`config.mk`:
```
export PLATFORM = sky130hd
export DESIGN_NAME = rgb_f32_pack
export DESIGN_NICKNAME = d
export VERILOG_FILES = /design/src/rtl/rgb_pack_pkg.sv /design/src/rtl/f32_classify.sv /design/src/rtl/denorm_shift.sv /design/src/rtl/small_float_cvt.sv /design/src/rtl/rgb_f32_pack.sv
export SDC_FILE = /design/constraint.sdc
export NUM_CORES = 1
export LEC_CHECK = 0
export ABC_AREA = 1
export CAP_MARGIN = 5
export CORE_MARGIN = 10
export CORE_UTILIZATION = 60
export CTS_CLUSTER_DIAMETER = 120
export DETAILED_ROUTE_END_ITERATION = 7
export DONT_BUFFER_PORTS = 1
export HOLD_SLACK_MARGIN = 0.12
export PLACE_DENSITY = 0.86
export SLEW_MARGIN = 20
export SYNTH_ARGS = -nofsm -noshare
export SYNTH_HDL_FRONTEND = slang
export SYNTH_HIERARCHICAL = 1
export SYNTH_SLANG_ARGS = --single-unit
```
`constraint.sdc`:
```
create_clock -name clk_i -period 0.8 [get_ports clk_i]
set_input_delay 0.04 -clock clk_i [delete_from_list [all_inputs] [get_ports clk_i]]
set_output_delay 0.04 -clock clk_i [all_outputs]
set_load 0.05 [all_outputs]
```
`src/rtl/rgb_pack_pkg.sv`:
```
package rgb_pack_pkg;

  localparam int unsigned F32_W      = 32;
  localparam int unsigned F32_EXP_W  = 8;
  localparam int unsigned F32_FRAC_W = 23;
  localparam int unsigned F32_BIAS   = 127;

  typedef struct packed {
    logic                  sign;
    logic [F32_EXP_W-1:0]  exp;
    logic [F32_FRAC_W-1:0] frac;
  } f32_t;

  // encoding class of a float32 input for a signless target
  typedef enum logic [1:0] {
    CLS_FINITE_POS = 2'd0,
    CLS_ZERO_OUT   = 2'd1,
    CLS_INF_POS    = 2'd2,
    CLS_NAN        = 2'd3
  } f32_cls_e;

endpackage

```
`src/rtl/f32_classify.sv`:
```
module f32_classify
  import rgb_pack_pkg::*;
(
  input  f32_t     f_i,
  output f32_cls_e cls_o
);

  logic exp_ones;
  logic frac_zero;

  assign exp_ones  = &f_i.exp;
  assign frac_zero = ~|f_i.frac;

  // NaN wins over sign; negative values and -Inf clamp to zero
  always_comb begin
    if (exp_ones && !frac_zero) begin
      cls_o = CLS_NAN;
    end else if (f_i.sign) begin
      cls_o = CLS_ZERO_OUT;
    end else if (exp_ones) begin
      cls_o = CLS_INF_POS;
    end else begin
      cls_o = CLS_FINITE_POS;
    end
  end

endmodule

```
`src/rtl/denorm_shift.sv`:
```
module denorm_shift
  import rgb_pack_pkg::*;
#(
  parameter int unsigned MANT_W = 6,
  parameter int unsigned BIAS   = 15
) (
  input  logic [F32_EXP_W-1:0]  exp_i,
  input  logic [F32_FRAC_W-1:0] frac_i,
  output logic [MANT_W-1:0]     mant_o
);

  localparam int unsigned SIG_W = F32_FRAC_W + 1;
  // mant = sig >> (BASE - exp), truncating
  localparam int          BASE  = int'(F32_BIAS) + int'(F32_FRAC_W) - (int'(BIAS) - 1) - int'(MANT_W);

  logic [SIG_W-1:0]   sig;
  logic signed [9:0]  sh_s;
  logic [SIG_W-1:0]   shifted;

  assign sig  = {1'b1, frac_i};
  assign sh_s = 10'(BASE) - $signed({2'b00, exp_i});

  always_comb begin
    shifted = sig >> sh_s[4:0];
    if (exp_i == '0 || sh_s < 0 || sh_s > 10'(SIG_W - 1)) begin
      mant_o = '0;
    end else begin
      mant_o = shifted[MANT_W-1:0];
    end
  end

endmodule

```
`src/rtl/small_float_cvt.sv`:
```
module small_float_cvt
  import rgb_pack_pkg::*;
#(
  parameter int unsigned MANT_W = 6,
  parameter int unsigned EXP_W  = 5
) (
  input  logic [F32_W-1:0]          f_i,
  output logic [MANT_W+EXP_W-1:0]   field_o
);

  localparam int unsigned FIELD_W = MANT_W + EXP_W;
  localparam int unsigned BIAS    = (1 << (EXP_W - 1)) - 1;
  localparam int unsigned REBIAS  = F32_BIAS - BIAS;
  localparam int unsigned EXP_MAX = (1 << EXP_W) - 1;

  localparam logic signed [9:0]  EXP_MAX_S = 10'(EXP_MAX);
  localparam logic [EXP_W-1:0]   EXP_ONES  = '1;
  localparam logic [EXP_W-1:0]   EXP_SAT   = EXP_ONES - 1'b1;
  localparam logic [MANT_W-1:0]  MANT_ONES = '1;
  localparam logic [MANT_W-1:0]  MANT_QNAN = MANT_W'(1) << (MANT_W - 1);

  f32_t              f;
  f32_cls_e          cls;
  logic signed [9:0] new_exp;
  logic [MANT_W-1:0] den_mant;
  logic [MANT_W-1:0] norm_mant;

  assign f         = f_i;
  assign new_exp   = $signed({2'b00, f.exp}) - 10'(REBIAS);
  assign norm_mant = f.frac[F32_FRAC_W-1 -: MANT_W];

  f32_classify i_classify (
    .f_i   (f),
    .cls_o (cls)
  );

  denorm_shift #(
    .MANT_W (MANT_W),
    .BIAS   (BIAS)
  ) i_denorm (
    .exp_i  (f.exp),
    .frac_i (f.frac),
    .mant_o (den_mant)
  );

  always_comb begin
    unique case (cls)
      CLS_NAN:      field_o = {EXP_ONES, MANT_QNAN};
      CLS_INF_POS:  field_o = {EXP_ONES, {MANT_W{1'b0}}};
      CLS_ZERO_OUT: field_o = '0;
      default: begin
        if (new_exp >= EXP_MAX_S) begin
          field_o = {EXP_SAT, MANT_ONES};
        end else if (new_exp >= 10'sd1) begin
          field_o = {new_exp[EXP_W-1:0], norm_mant};
        end else begin
          field_o = {{EXP_W{1'b0}}, den_mant};
        end
      end
    endcase
  end

endmodule

```
`src/rtl/rgb_f32_pack.sv`:
```
module rgb_f32_pack
  import rgb_pack_pkg::*;
#(
  parameter int unsigned EXP_W     = 5,
  parameter int unsigned RG_MANT_W = 6,
  parameter int unsigned B_MANT_W  = 5
) (
  input  logic                                                    clk_i,
  input  logic                                                    rst_ni,
  input  logic                                                    valid_i,
  input  logic [31:0]                                             red_i,
  input  logic [31:0]                                             green_i,
  input  logic [31:0]                                             blue_i,
  output logic                                                    valid_o,
  output logic [2*(RG_MANT_W+EXP_W)+(B_MANT_W+EXP_W)-1:0]         packed_o
);

  localparam int unsigned RG_W   = RG_MANT_W + EXP_W;
  localparam int unsigned B_W    = B_MANT_W + EXP_W;
  localparam int unsigned PACK_W = 2 * RG_W + B_W;
  localparam int unsigned N_CH   = 3;

  logic [N_CH-1:0][F32_W-1:0] comp;
  logic [PACK_W-1:0]          packed_nxt;

  assign comp = {blue_i, green_i, red_i};

  for (genvar c = 0; c < N_CH; c++) begin : g_ch
    localparam int unsigned MW  = (c == N_CH - 1) ? B_MANT_W : RG_MANT_W;
    localparam int unsigned LSB = c * RG_W;
    logic [MW+EXP_W-1:0] field;

    small_float_cvt #(
      .MANT_W (MW),
      .EXP_W  (EXP_W)
    ) i_cvt (
      .f_i     (comp[c]),
      .field_o (field)
    );

    // fixed-width slice keeps each field inside its own bits
    assign packed_nxt[LSB +: MW+EXP_W] = field;
  end

  always_ff @(posedge clk_i or negedge rst_ni) begin
    if (!rst_ni) begin
      valid_o  <= 1'b0;
      packed_o <= '0;
    end else begin
      valid_o <= valid_i;
      if (valid_i) begin
        packed_o <= packed_nxt;
      end
    end
  end

endmodule

```
# Yosys cells after proc, flatten, opt, wreduce, memory -nomap -nowiden
# Index checks and enable logic that the tools add are counted.
[word_totals] input_bits=99 elab_cells=71 out_inout_bits=33 register_bits=33
[op_classes] magnitude_cmp=12 reduce_logical=18 eq_ne=9 n_shift=3 mux=21 addsub=6
[ops] operator="$reduce_or A23 Y1" n=3
[ops] operator="$pmux W11 S3" n=2
[ops] operator="$shr A24 B5 Y6" n=2
[ops] operator="$mux W11" n=4
[ops] operator="$ge A10 B2 Y1 const B" n=3
[ops] operator="$ge A10 B6 Y1 const B" n=3
[ops] operator="$gt A10 B5 Y1 const B" n=3
[ops] operator="$pmux W10 S3" n=1
[ops] operator="$lt A9 B1 Y1 const B" n=3
[ops] operator="$sub A8 B7 Y9 const B" n=3
[ops] operator="$sub A8 B8 Y9 const A" n=3
[ops] operator="$logic_not A8 Y1" n=3
[ops] operator="$reduce_and A8 Y1" n=3
[ops] operator="$shr A24 B5 Y5" n=1
[ops] operator="$mux W10" n=2
[ops] operator="$mux W2" n=9
[ops] operator="$eq A2 B2 Y1 const B" n=6
[ops] operator="$mux W6" n=2
[ops] operator="$eq A2 B1 Y1 const B" n=3
[ops] operator="$logic_or A1 B1 Y1" n=6
[ops] operator="$mux W5" n=1
[ops] operator="$logic_and A1 B1 Y1" n=3

# Logic depth before layout (Yosys ltp)
# Gate-level depths: netlist (run 1).
[logic_depth] depth_word=8 ltp_mapped=20

# Hierarchy
# The synthesis (run 1) kept the hierarchy.
[modules_own_cells] module="denorm_shift at g_ch[0].i_cvt.i_denorm ..." cells_per_inst=227 n_inst=2 seq_area_each_um2=0.0 area_per_inst_um2=1124.8
[modules_own_cells] module="rgb_f32_pack" cells_per_inst=137 n_inst=1 seq_area_each_um2=825.8 area_per_inst_um2=1317.5
[modules_own_cells] module="denorm_shift at g_ch[2].i_cvt.i_denorm" cells_per_inst=225 n_inst=1 seq_area_each_um2=0.0 area_per_inst_um2=1046.0
[modules_own_cells] module="small_float_cvt at g_ch[0].i_cvt ..." cells_per_inst=101 n_inst=2 seq_area_each_um2=0.0 area_per_inst_um2=460.4
[modules_own_cells] module="small_float_cvt at g_ch[2].i_cvt" cells_per_inst=96 n_inst=1 seq_area_each_um2=0.0 area_per_inst_um2=451.7
[modules_own_cells] module="f32_classify" cells_per_inst=30 n_inst=3 seq_area_each_um2=0.0 area_per_inst_um2=121.4

# Worst setup path after synthesis (run 1)
# No wires, ideal clock.
[synth_path] kind="in2reg" startpoint="input green_i[23]" endpoint="register packed_o[16]" setup_slack_ns=-0.960 cell_stages=19 required_time_ns=0.681 n_path_buf=3 arrival_ns=1.640 cell_sequence="buf_6 -> inv_4 -> buf_6 -> ha_1 -> inv_2 -> buf_2 -> nand3_1 -> nand3_1 -> nand3_1 -> nand2_1 -> a21oi_1 -> inv_1 -> nand2_1 -> nand2_1 -> nand2_1 -> nand2_1 -> nand2_1 -> nand2_1 -> nand2_1"
[synth_via] elab_chain_cells=8 word_cells_on_any_way=22 cone_classes="2 x add/sub; 4 x order compare; 3 x eq/ne; 1 x shift; 7 x mux; 5 x reduce/logical"
[synth_lines] item="start, declared" line="rgb_f32_pack.sv:12" source="input logic [31:0] green_i,"
[synth_lines] item="$sub A8 B8 Y9" line="denorm_shift.sv:21" source="assign sh_s = 10'(BASE) - $signed({2'b00, exp_i});"
[synth_lines] item="$lt A9 B1 Y1" line="denorm_shift.sv:25" source="if (exp_i == '0 || sh_s < 0 || sh_s > 10'(SIG_W - 1)) begin"
[synth_lines] item="$logic_or A1 B1 Y1 (2 in a row)" line="denorm_shift.sv:25"
[synth_lines] item="$mux W6 (*)" line="denorm_shift.sv:25"
[synth_lines] item="net g_ch[1].i_cvt.den_mant[5]" line="small_float_cvt.sv:25" source="logic [MANT_W-1:0] den_mant;"
[synth_lines] item="$mux W11 (*)" line="small_float_cvt.sv:54" source="end else if (new_exp >= 10'sd1) begin"
[synth_lines] item="$mux W11 (*)" line="small_float_cvt.sv:52" source="if (new_exp >= EXP_MAX_S) begin"
[synth_lines] item="$pmux W11 S3 (*)" line="small_float_cvt.sv:47" source="unique case (cls)"
[synth_lines] item="net g_ch[1].field[5]" line="rgb_f32_pack.sv:31" source="logic [MW+EXP_W-1:0] field;"
[synth_lines] item="end signal, assigned" line="rgb_f32_pack.sv:52" source="packed_o <= packed_nxt;"
[synth_lines] item="end, declared" line="rgb_f32_pack.sv:15" source="output logic [2*(RG_MANT_W+EXP_W)+(B_MANT_W+EXP_W)-1:0] packed_o"
# The timed path passes the listed nets; every way through them passes the cells marked *.
# A chain may end at the register's enable or synchronous reset.

# Final worst setup path (run 1)
[layout_path] startpoint="input red_i[23]" endpoint="register packed_o[2]"
[layout_via] elab_chain_cells=8 word_cells_on_any_way=22 cone_classes="2 x add/sub; 4 x order compare; 3 x eq/ne; 1 x shift; 7 x mux; 5 x reduce/logical"
[layout_lines] item="start, declared" line="rgb_f32_pack.sv:11" source="input logic [31:0] red_i,"
[layout_lines] item="$sub A8 B8 Y9" line="denorm_shift.sv:21"
[layout_lines] item="$lt A9 B1 Y1" line="denorm_shift.sv:25"
[layout_lines] item="$logic_or A1 B1 Y1 (2 in a row)" line="denorm_shift.sv:25"
[layout_lines] item="$mux W6 (*)" line="denorm_shift.sv:25"
[layout_lines] item="net g_ch[0].i_cvt.den_mant[2]" line="small_float_cvt.sv:25"
[layout_lines] item="$mux W11 (*)" line="small_float_cvt.sv:54"
[layout_lines] item="$mux W11 (*)" line="small_float_cvt.sv:52"
[layout_lines] item="$pmux W11 S3 (*)" line="small_float_cvt.sv:47"
[layout_lines] item="net g_ch[0].field[2]" line="rgb_f32_pack.sv:31"
# Marks and branches as above.

==> flow_metrics.py, run 1 <==
metrics = {
    "outcome": {
        "status": "finished with violations",
        "violations": "design-rule violations, negative hold slack, negative setup slack",
    },
    "synthesis": {
        "synth-edff-count": 0,
        "synth_top_area_share_pct": 29.9,
        "synth_area_um2": 6350,
        "avgSynthCellArea_um2": 5.27,
        "synth_cell_type_count": 30,
        "synth-seq-cells": 33,
        "synth_cells": 1204,
        "ys.flop_type": "dfrtp_1",
        "synth_top_area_cell": "nand2_1",
        "synthesis.nets": 1317,
        "async_flop_share_pct": 100,
        "yosys_warnings": 6,
        "synth_area_leaders": "nand2_1 30%, nand3_1 20%, dfrtp_1 13%",
        "synth-seq-area-share_pct": 13.0,
    },
    "detailed_routing": {
        "first_pass_iters": 8,
        "final_antenna_net_count": 0,
        "routed_wirelength_um": 28600,
        "drc": 8,
        "drt-initial-drc-count": 1670,
        "wl_per_cell_um": 19.7,
        "viasPerCell": 6.53,
        "num_vias": 9501,
    },
    "layout": {
        "n_antenna_cell": 0,
        "n_fill_cell": 575,
        "layout.nets": 1430,
        "layout_commonest_cell": "nand2_1",
        "fin_area_um2": 8760,
        "syn_to_final_growth_pct": 38.0,
        "layout_common_cells": "466 x nand2_1, 165 x nand3_1, 109 x nor2_1",
        "drive_gt1_share_pct": 32.1,
    },
    "critical_path": {
        "startpoint_type": "primary input",
        "cpMostUsedCell": "nand2_1",
        "r2r_start": "packed_o[20]",
        "crit_path_end_kind": "flop",
        "max_stage_delay_ps": 330,
        "regToRegEndpoint": "packed_o[20]",
        "ff2ff_setup_slack_ps": -50,
        "crit_slowest_cell": "ha_4",
        "cp.required_ps": 1040,
        "arrival_ps": 1800,
        "crit_path_max_fanout": 32,
        "crit_chain": "inv_8 > ha_4 > buf_6 > clkinv_8 > nand3_4 > nand2_2 > nand2_1 > nand2_1 > nor2_1 > nor2_1 > nor2_1 > nand2_1 > nand2_1 > nor2_1 > nor2_1 > nand2_1 > nand2_1",
        "reg2reg_depth": 4,
        "critPathKind": "in2reg",
    },
    "clock_tree": {
        "htreeDepth": 2,
        "clock_latency_ps": 290,
        "clkTransAtPathRegs_ps": 80,
        "root_buffer": "clkbuf_8",
        "cts_buffers": 5,
        "cts.sinks": 33,
        "cts.path.max_buffers": 2,
        "cts_tree": "built",
    },
    "grt": {
        "grt_pass1_wl_um": 34500,
        "grt-ovfl-total": 0,
        "grt_antenna_before_repair": 0,
        "grt_pass1_vias": 7582,
        "grt_usage_pct": 26.6,
        "grt_max_degree": 37,
    },
    "hold_path": {
        "min_path_type": "in2async",
    },
    "sta": {
        "tightest_slew_ps": 341,
        "rsz0062_at_grt": "yes",
        "skew_ps": 0,
        "setup_slack_ps": -754,
        "slew_violations": 0,
        "fmax_mhz": 643,
        "post-route-period-util_pct": 194,
        "holdWs_ps": -569,
        "min_period_ps": 1550,
        "finalSetupViolCount": 65,
        "relSlewSlack_pct": 77.2,
        "hold_viol": 66,
    },
    "power": {
        "p_comb_share_pct": 65.4,
        "powerDensity_nw_per_um2": 1080,
        "switching_share_pct": 48.7,
        "power.internal_uw": 4840,
        "p_clk_share_pct": 13.5,
        "power.leakage_uw": 0.00456,
        "power_frac_seq_pct": 21.2,
        "vdd_drop_max_uv": 696,
        "switchingPower_uw": 4590,
    },
    "place": {
        "dp_hpwl_um": 15000,
        "place.port_buffers": 0,
        "placed_cell_area_um2": 7090,
        "gp_congestion": 0.982,
    },
    "floorplanning": {
        "die-area_um2": 15100,
        "rows": 37,
        "die_h_um": 123,
        "core-area_um2": 10300,
        "initial_utilization_pct": 61.5,
        "io_pins": 132,
        "fp.dieW_um": 123,
    },
    "run": {
        "max_cap_violations": 0,
    },
}
[cells by family after synthesis]
logic type      Yosys count  synth area share (%)
fa+ha+maj                14                  2.76
simple gates            970                  68.2
flops                    33                  13.0
xor+xnor                  1                 0.138
compound gates           41                  3.43
buf+inv                 145                  12.5
[critical path, delay by kind of cell]
kind / cells / cell delay, ps
buf+inv: 3 / 270
simple gates: 13 / 1150
fa+ha+maj: 1 / 330
[flip-flops by register name (all words and copies together), names as in the netlist]
name / cells
packed_o: 32
valid_o: 1
[area by class of cell]
cell class	count	area, µm²	share of cell area (%)
clock inverters	3	22.5	0.257
repair buffers	144	1470	16.7
inverters	104	498	5.68
clock buffers	5	68.8	0.785
repair inverters	3	33.8	0.385
well taps	136	170	1.94
flip-flops and latches	33	826	9.42
multi-input cells	1026	5680	64.8
[routing by layer]
layer	up-vias	wire length, µm	global-route usage, %	part of all wire [%]
li1	4084	-	-	-
met1	4121	9100	33.3	32
met2	1003	13200	45.6	46
met3	293	4040	4.13	14
met4	0	2330	8.39	8.1
met5	-	0	0	0
[synth_stat cells, types with 2 or more instances]
cell type and number:
o21ai_1 8, nand4_1 26, nor2_1 125, nand2_4 14, buf_4 4, nand2_2 32
inv_2 25, nand3_1 248, a21oi_2 2, inv_4 2, nand2_1 506, nor2_2 9
or2_0 3, clkbuf_8 6, nand4_4 2, ha_1 14, buf_2 13, o21ai_0 11
inv_1 76, nor2_8 3, dfrtp_1 33, buf_6 17, a21oi_1 18
[power by group through the flow]
stage | combinational [µW] | clock (µW) | sequential, µW
6_report | 6160 | 1270 | 1990
5_1_grt | 6500 | 1360 | 2010
4_1_cts | 4840 | 1280 | 1990
3_5_place_dp | 4330 | 0 | 2000
3_3_place_gp | 4260 | 0 | 1990
2_1_floorplan | 2930 | 0 | 2570
[repair_timing]
| item | in CTS | in global routing |
|---|---|---|
| endpoints found under the hold margin | 66 | 66 |
| buffers inserted | 32 | 14 |
| gates cloned | 2 | 8 |
| resized for setup | 87 | 177 |
| pin swaps | 61 | 129 |
| setup endpoints to repair | 64 | 65 |
[worst max path at each step]
stage,start,end,cells past startpoint
after global routing,red_i[23],packed_o[2],17
after floorplan,green_i[23],packed_o[16],19
after CTS,green_i[24],packed_o[14],16
after detailed placement,green_i[24],packed_o[14],16
final,red_i[23],packed_o[2],17
after global placement,green_i[24],packed_o[14],16
[metrics by stage]
stage / total power (µW) / util [%] / setup WS, ps / std cells / TNS (ps)
6_report: 9420 / 84.9 / -754 / 1454 / -14750
5_1_grt: 9870 / 84.9 / -801 / 1454 / -18230
4_1_cts: 8110 / 75.4 / -410 / 1432 / -10120
3_5_place_dp: 6330 / 68.6 / -763 / 1390 / -18100
3_3_place_gp: 6250 / 68.6 / -751 / 1390 / -17320
2_1_floorplan: 5490 / - / -750 / 1204 / -16210
No activity file was read; power rests on OpenSTA's default activity.
==> run 2, diff against run 1 <==
--- a/config.mk
+++ b/config.mk
@@ -7,13 +7,15 @@
 export LEC_CHECK = 0
 export ABC_AREA = 1
 export CAP_MARGIN = 5
-export CORE_MARGIN = 10
-export CORE_UTILIZATION = 60
+export CELL_PAD_IN_SITES_DETAIL_PLACEMENT = 0
+export CELL_PAD_IN_SITES_GLOBAL_PLACEMENT = 1
+export CORE_MARGIN = 4
+export CORE_UTILIZATION = 44
 export CTS_CLUSTER_DIAMETER = 120
 export DETAILED_ROUTE_END_ITERATION = 7
 export DONT_BUFFER_PORTS = 1
 export HOLD_SLACK_MARGIN = 0.12
-export PLACE_DENSITY = 0.86
+export PLACE_DENSITY = 0.93
 export SLEW_MARGIN = 20
 export SYNTH_ARGS = -nofsm -noshare
 export SYNTH_HDL_FRONTEND = slang
==> run 2 against run 1 <==
Effect of this change:
- the run ends with negative hold slack, negative setup slack left
- critical path depth did not move
- worst hold slack better by 30 ps
- sequential power about the same
- core utilization down 24 points
- sequential share of layout area rose by 0.33 points
==> flow_metrics.py, run 2 (synthesis results as in run 1) <==
metrics = {
    "sta": {
        "slew_violations": 0,
        "finalSetupTns_ps": -10790,
        "setup_slack_ps": -507,
        "holdWs_ps": -538,
        "post-route-period-util_pct": 163,
        "min_period_ps": 1310,
        "tightest_slew_ps": 339,
        "fmax_mhz": 765,
        "hold_viol": 66,
        "finalSetupViolCount": 65,
        "rsz0062_at_grt": "yes",
        "skew_ps": 0,
        "relSlewSlack_pct": 77.2,
    },
    "power": {
        "vdd_drop_max_uv": 809,
        "total_power_uw": 9120,
        "powerDensity_nw_per_um2": 1080,
        "power.leakage_uw": 0.00440,
    },
    "detailed_routing": {
        "num_vias": 7914,
        "wl_per_cell_um": 13.8,
        "final_antenna_net_count": 0,
        "first_pass_iters": 5,
        "viasPerCell": 5.37,
        "drt-initial-drc-count": 757,
        "routed_wirelength_um": 20300,
        "drc": 0,
    },
    "floorplanning": {
        "fp.dieW_um": 128,
        "initial_utilization_pct": 45.4,
        "rows": 43,
        "die-area_um2": 16400,
        "die_h_um": 128,
        "core-area_um2": 14000,
        "io_pins": 132,
    },
    "layout": {
        "n_fill_cell": 1344,
        "drive_gt1_share_pct": 29.0,
        "n_antenna_cell": 0,
        "regArea_um2": 826,
        "regMostFlops": "packed_o",
        "layout_common_cells": "465 x nand2_1, 200 x nand3_1, 102 x nor2_1",
        "largest_reg_flops": 32,
        "multi_input_area_um2": 5480,
        "layout.nets": 1408,
        "layout_commonest_cell": "nand2_1",
        "syn_to_final_growth_pct": 33.3,
        "fin_area_um2": 8460,
        "reg_top3": "packed_o (32), valid_o (1)",
    },
    "grt": {
        "grt_pass1_vias": 7045,
        "grt_antenna_before_repair": 0,
        "grt_usage_pct": 23.3,
        "grt-ovfl-total": 0,
        "grt_max_degree": 37,
        "grt_pass1_wl_um": 32800,
    },
    "clock_tree": {
        "clock_latency_ps": 270,
        "clkTransAtPathRegs_ps": 50,
        "htreeDepth": 2,
        "cts.path.max_buffers": 2,
        "root_buffer": "clkbuf_16",
        "cts_tree": "built",
        "cts.sinks": 33,
        "cts_buffers": 5,
    },
    "place": {
        "gp_congestion": 0.948,
        "placed_cell_area_um2": 7090,
        "dp_slack_ps": -785,
        "place.port_buffers": 0,
        "dp_hpwl_um": 14700,
    },
    "critical_path": {
        "ff2ff_setup_slack_ps": 20,
        "arrival_ps": 1470,
        "crit_path_end_kind": "flop",
        "reg2reg_depth": 3,
        "startpoint_type": "primary input",
        "cp.required_ps": 960,
        "critPathKind": "in2reg",
        "crit_path_max_fanout": 32,
    },
    "hold_path": {
        "min_path_type": "in2async",
    },
    "run": {
        "max_cap_violations": 0,
    },
    "outcome": {
        "violations": "negative hold slack, negative setup slack",
        "status": "finished with violations",
    },
}
[run 2: cell types whose count changed in the layout (fill, tap and decap cells not counted), sizes merged]
| cell | change |
|---|---|
| inv | -2 |
| buf | -19 |
| clkbuf | -2 |
| clkinvlp | -1 |
[run 2: final cells by class]
| cell class | instances | share of cell area [%] |
|---|---|---|
| Timing Repair inverter | 2 | 0.177 |
| Clock inverter | 1 | 0.0591 |
| Inverter | 104 | 5.97 |
| Sequential cell | 33 | 9.76 |
| Multi-Input combinational cell | 1026 | 64.7 |
| Clock buffer | 5 | 1.48 |
| Timing Repair Buffer | 123 | 15.2 |
| Tap cell | 180 | 2.66 |
[run 2: final timing paths]
check	startpoint	to
setup reg to reg	packed_o[25]	packed_o[25]
min in group clk_i	valid_i	valid_o
hold reg to reg	packed_o[11]	packed_o[11]
max in group asynchronous	rst_ni	packed_o[24]
hold / removal	rst_ni	packed_o[18]
setup / recovery	green_i[23]	packed_o[14]
[run 2: power breakdown]
part / switching [µW] / internal, µW / leakage [µW]
Sequential: 145 / 1840 / 0.000423
Combinational: 3190 / 2210 / 0.00391
Clock: 613 / 1110 / 0.0000655
[run 2: what timing repair did]
item	4_1_cts	5_1_grt
pin swaps	56	119
setup endpoints to repair	65	65
endpoints found under the hold margin	66	66
gates resized for setup	111	120
setup buffers	22	13
gates cloned	4	3
[run 2: metrics by stage]
| stage | std cells | util, % | hold slack (ps) |
|---|---|---|---|
| floorplan | 1204 | - | -256 |
| detailed placement | 1426 | 50.7 | -255 |
| CTS | 1458 | 56.5 | -543 |
| global route | 1474 | 60.5 | -550 |
| global placement | 1426 | 50.7 | -255 |
| finish | 1474 | 60.5 | -538 |
[run 2: critical path, stage by stage]
cell	delay, ps
inv_8	20
ha_4	310
buf_12	130
buf_16	130
nand3_2	70
nand2_1	70
nand2_1	50
nand2_1	70
nor2_2	50
nor2_2	110
nor2_1	50
nand2_1	70
nand2_1	50
nor2_1	80
nor2_1	50
nand2_1	70
nand2_1	50
[run 2: layer usage]
layer  part of all wire [%]  GRT usage, %
met1                     43          32.6
met2                     49          39.6
met3                    7.3          2.58
met4                   0.98          3.06
met5                      0             0
